File: config.mk
export PLATFORM = sky130hd
export DESIGN_NAME = bitslice_alu
export DESIGN_NICKNAME = d
export VERILOG_FILES = /design/src/rtl/alu_pkg.sv /design/src/rtl/alu_bit_slice.sv /design/src/rtl/alu_msb_slice.sv /design/src/rtl/alu_zero_detect.sv /design/src/rtl/bitslice_alu.sv
export SDC_FILE = /design/constraint.sdc
export NUM_CORES = 1
export LEC_CHECK = 0
export ABC_AREA = 1
export BUFFER_PORTS_ARGS = -buffer_cell sky130_fd_sc_hd__buf_2
export CAP_MARGIN = 20
export CORE_MARGIN = 5
export CORE_UTILIZATION = 43
export DETAILED_ROUTE_END_ITERATION = 10
export PLACE_DENSITY = 0.79
export RECOVER_POWER = 50
export SYNTH_ARGS = -nofsm -noshare
export SYNTH_HDL_FRONTEND = slang
export SYNTH_SLANG_ARGS = --single-unit
File: constraint.sdc
create_clock -name vclk -period 26.4
set_clock_uncertainty 0.05 [all_clocks]
set_input_delay 5.28 -clock vclk [all_inputs]
set_output_delay 5.28 -clock vclk [all_outputs]
set_load 0.1 [all_outputs]
File: src/rtl/alu_pkg.sv
package alu_pkg;

    localparam int unsigned CTRL_W = 4;

    typedef enum logic [1:0] {
        SEL_AND  = 2'b00,
        SEL_OR   = 2'b01,
        SEL_SUM  = 2'b10,
        SEL_LESS = 2'b11
    } slice_sel_e;

    typedef struct packed {
        logic       flip_a;
        logic       flip_b;
        slice_sel_e sel;
    } alu_ctrl_t;

    localparam logic [CTRL_W-1:0] CODE_AND = 4'b0000;
    localparam logic [CTRL_W-1:0] CODE_OR  = 4'b0001;
    localparam logic [CTRL_W-1:0] CODE_ADD = 4'b0010;
    localparam logic [CTRL_W-1:0] CODE_SUB = 4'b0110;
    localparam logic [CTRL_W-1:0] CODE_SLT = 4'b0111;
    localparam logic [CTRL_W-1:0] CODE_NOR = 4'b1100;

    typedef struct packed {
        logic and_bit;
        logic or_bit;
        logic sum_bit;
        logic carry;
    } slice_paths_t;

    function automatic slice_paths_t bit_paths(input logic x, input logic y, input logic cin);
        slice_paths_t p;
        p.and_bit = x & y;
        p.or_bit  = x | y;
        p.sum_bit = x ^ y ^ cin;
        p.carry   = (x & y) | (x & cin) | (y & cin);
        return p;
    endfunction

    function automatic logic pick(input slice_sel_e s, input slice_paths_t p, input logic less);
        logic r;
        case (s)
            SEL_AND: r = p.and_bit;
            SEL_OR:  r = p.or_bit;
            SEL_SUM: r = p.sum_bit;
            default: r = less;
        endcase
        return r;
    endfunction

endpackage

File: src/rtl/alu_bit_slice.sv
module alu_bit_slice
    import alu_pkg::*;
(
    input  logic      a_bit,
    input  logic      b_bit,
    input  alu_ctrl_t ctl,
    input  logic      carry_in,
    input  logic      less_in,
    output logic      res_bit,
    output logic      carry_out
);
    logic         a_c;
    logic         b_c;
    slice_paths_t paths;

    always_comb begin
        a_c       = a_bit ^ ctl.flip_a;
        b_c       = b_bit ^ ctl.flip_b;
        paths     = bit_paths(a_c, b_c, carry_in);
        res_bit   = pick(ctl.sel, paths, less_in);
        carry_out = paths.carry;
    end
endmodule

File: src/rtl/alu_msb_slice.sv
module alu_msb_slice
    import alu_pkg::*;
(
    input  logic      a_bit,
    input  logic      b_bit,
    input  alu_ctrl_t ctl,
    input  logic      carry_in,
    input  logic      less_in,
    output logic      res_bit,
    output logic      sum_sign,
    output logic      ovf,
    output logic      signed_less
);
    logic         a_c;
    logic         b_c;
    slice_paths_t paths;

    always_comb begin
        a_c         = a_bit ^ ctl.flip_a;
        b_c         = b_bit ^ ctl.flip_b;
        paths       = bit_paths(a_c, b_c, carry_in);
        res_bit     = pick(ctl.sel, paths, less_in);
        sum_sign    = paths.sum_bit;
        ovf         = carry_in ^ paths.carry;
        signed_less = paths.sum_bit ^ ovf;
    end

    always_comb begin
        if (ovf) begin
            AST_OVF_SIGN_FLIP: assert ((a_c == b_c) && (sum_sign != a_c))
                else $error("overflow without sign flip");
        end
    end
endmodule

File: src/rtl/alu_zero_detect.sv
module alu_zero_detect #(
    parameter int unsigned W = 32
) (
    input  logic [W-1:0] value,
    output logic         is_zero
);
    logic any_set;

    always_comb begin
        any_set = 1'b0;
        for (int k = 0; k < W; k++) begin
            any_set = any_set | value[k];
        end
        is_zero = ~any_set;
    end

    always_comb begin
        if (is_zero) begin
            AST_ZERO_NO_BITS: assert (value == '0) else $error("zero flag with set bits");
        end
    end
endmodule

File: src/rtl/bitslice_alu.sv
module bitslice_alu
    import alu_pkg::*;
#(
    parameter int unsigned W = 32
) (
    input  logic [W-1:0]      a_i,
    input  logic [W-1:0]      b_i,
    input  logic [CTRL_W-1:0] ctrl_i,
    output logic [W-1:0]      result_o,
    output logic              zero_o,
    output logic              overflow_o
);
    localparam int unsigned TOP = W - 1;

    alu_ctrl_t ctl;
    logic      carry [W];
    logic      less  [W];
    logic      top_sign;
    logic      top_ovf;
    logic      top_less;

    assign ctl      = alu_ctrl_t'(ctrl_i);
    assign carry[0] = ctl.flip_b;

    for (genvar i = 0; i < W; i++) begin : g_slice
        if (i == 0) begin : g_lsb
            assign less[i] = top_less;
        end else begin : g_upper
            assign less[i] = 1'b0;
        end

        if (i == TOP) begin : g_msb
            alu_msb_slice u_msb (
                .a_bit       (a_i[i]),
                .b_bit       (b_i[i]),
                .ctl         (ctl),
                .carry_in    (carry[i]),
                .less_in     (less[i]),
                .res_bit     (result_o[i]),
                .sum_sign    (top_sign),
                .ovf         (top_ovf),
                .signed_less (top_less)
            );
        end else begin : g_mid
            alu_bit_slice u_bit (
                .a_bit     (a_i[i]),
                .b_bit     (b_i[i]),
                .ctl       (ctl),
                .carry_in  (carry[i]),
                .less_in   (less[i]),
                .res_bit   (result_o[i]),
                .carry_out (carry[i+1])
            );
        end
    end

    assign overflow_o = top_ovf;

    alu_zero_detect #(.W(W)) u_zero (
        .value   (result_o),
        .is_zero (zero_o)
    );

    always_comb begin
        case (ctrl_i)
            CODE_AND: begin
                AST_AND_MATCH: assert (result_o == (a_i & b_i)) else $error("and mismatch");
            end
            CODE_OR: begin
                AST_OR_MATCH: assert (result_o == (a_i | b_i)) else $error("or mismatch");
            end
            CODE_ADD: begin
                AST_ADD_MATCH: assert (result_o == W'(a_i + b_i)) else $error("add mismatch");
            end
            CODE_SUB: begin
                AST_SUB_MATCH: assert (result_o == W'(a_i - b_i)) else $error("sub mismatch");
                AST_SUB_ZERO_EQUAL: assert (zero_o == (a_i == b_i)) else $error("equality flag");
            end
            CODE_SLT: begin
                AST_SLT_UPPER_CLEAR: assert (result_o[W-1:1] == '0) else $error("slt upper bits");
                AST_SLT_SIGNED: assert (result_o[0] == ($signed(a_i) < $signed(b_i)))
                    else $error("slt compare");
            end
            CODE_NOR: begin
                AST_NOR_DEMORGAN: assert (result_o == ~(a_i | b_i)) else $error("nor mismatch");
            end
            default: ;
        endcase
    end
endmodule

==> qor.txt <==
status = completed
gr ovfl total = 0
clock buf count = 0
final hold vios = 0
WP data required = 21,070 ps
max_cap viols = 0
vias per cell = 4.39
Antenna diodes = 0
endpoint class of the critical path = output pin
footprint of the multi-input gates = 2760 um^2
syn nets = 674
Filler cells = 830
Final ANT Viol Nets = 0
yosys warns = 0
first-pass GRT wire length = 13,700 um
crit path buf inv count = 5
setup ws final = 1310 ps
PwrDens = 42.7 nW/um^2
fmax = 39.9 MHz
post-cts resize count = 0
Tmin final = 25,090 ps
count of flip-flops and latches = 0
relative slew slack = 0.182
Top delay family on crit path = adder cells
first drt pass iteration count = 4
die width = 101 um
CP Depth = 46
DR WL/cell = 12.0 um
worst setup path class = primary input to output pin
die area = 10,300 um^2
num rows = 33
CP max stage delay = 840 ps
dpl cells = 672
peak supply drop = 0.0286 mV
vias in the first global route = 3,121
most numerous cell in the Yosys netlist = inv_1
setup bufs post-CTS = 0
Layout Cells excl Fill = 672
TNS Setup = 0 ps
Synth cell types = 21
cell taking the most area after synthesis = ha_1
crit path DAT = 19,760 ps
core area = 8180 um^2
Detailed Place HPWL = 6930 um
utilization after layout = 0.476
initial antenna violation count = 0
Die Ht = 101 um
vias post-DR = 2,948
peak fanout along the critical path = 16
RSZ-0062 raised after global routing = no
Crit-path slowest cell = clkbuf_1
Critical Path Most Common Cell = fa_1
Tot GR Track Use = 0.161
synth cell count leaders = inv_1, nand2_1, ha_1
Syn Area/Cell = 7.03 um^2
hold crit path type = primary input to output pin
PortBufs = 102
fin. max-slew vios = 0
Tot Pwr = 166 uW
Pleak = 2.24 nW
pre-CTS setup slack = 1780 ps
Slew @ Worst Pin = 1230 ps
Initial DRC Count = 66
Final period util = 0.950
post-synthesis sequential area ratio = 0
layout cells sized above 1 = 0.178
number of remaining DRC errors = 0
initial core utilization = 0.438
final setup fails = 0
Area Growth Syn to Fin = 8.48%
Mapped Area = 3580 um^2
drt total wl = 8040 um
hold depth = 5
crit start category = primary input
largest net degree at the start of global routing = 33
Placer Congestion = 0.821
io pins = 102
hold buffer count at CTS = 0
Final #Nets = 733
Post-Syn Instances = 510
Synth top area share = 0.223
register area = 0 um^2
ranking of synthesized cells by area = ha_1, fa_1, xnor2_1
-- cells in the final DEF, fill, tap and decap left out, drive strengths merged --
master,count
and2,1
buf,89
clkbuf,17
fa,32
ha,64
inv,127
nand2,109
nand3,31
nand3b,4
nor2,26
o211ai,1
o21ai,1
or2,1
xnor2,61
xor2,3
-- worst paths after layout --
| kind | to | startpoint | slack (ps) |
|---|---|---|---|
| worst min-delay path | result_o[0] | ctrl_i[1] | 11210 |
| worst max-delay path | zero_o | ctrl_i[3] | 1310 |
-- layout make-up --
cell class	instances	area share
repair buffers	106	0.134
inverters	127	0.123
well taps	105	0.0338
multi-input cells	334	0.710
-- metrics by stage --
stage / area [um^2] / hold WS [ps]
CTS: 3910 / 11160
global placement: 3910 / 11150
detailed placement: 3910 / 11160
global route: 3890 / 11250
finish: 3890 / 11210
floorplan: 3580 / 10870
-- worst min-delay path: stages --
cell,delay (ps)
buf_2,180
nand3b_1,90
nand2_1,90
inv_1,40
buf_2,280
-- per-layer routing --
layer / wire, um / GRT usage / share of wire
met1: 3220 / 0.192 / 0.40
met2: 4180 / 0.308 / 0.52
met3: 471 / 0.0193 / 0.059
met4: 168 / 0.0307 / 0.021
met5: 0 / 0 / 0
-- power breakdown --
group | switching, mW | internal [mW] | leakage, nW | total (mW)
sequential | 0 | 0 | 0 | 0
combinational | 0.126 | 0.0403 | 2.24 | 0.166
clock | 0 | 0 | 0 | 0
-- kinds of logic after synthesis --
family	Yosys count	share of synthesized area
buf+inv	176	0.230
xor+xnor	64	0.156
fa+ha+maj	96	0.402
compound gates	2	0.00349
simple gates	172	0.208
No activity file was read; power rests on OpenSTA's default activity.
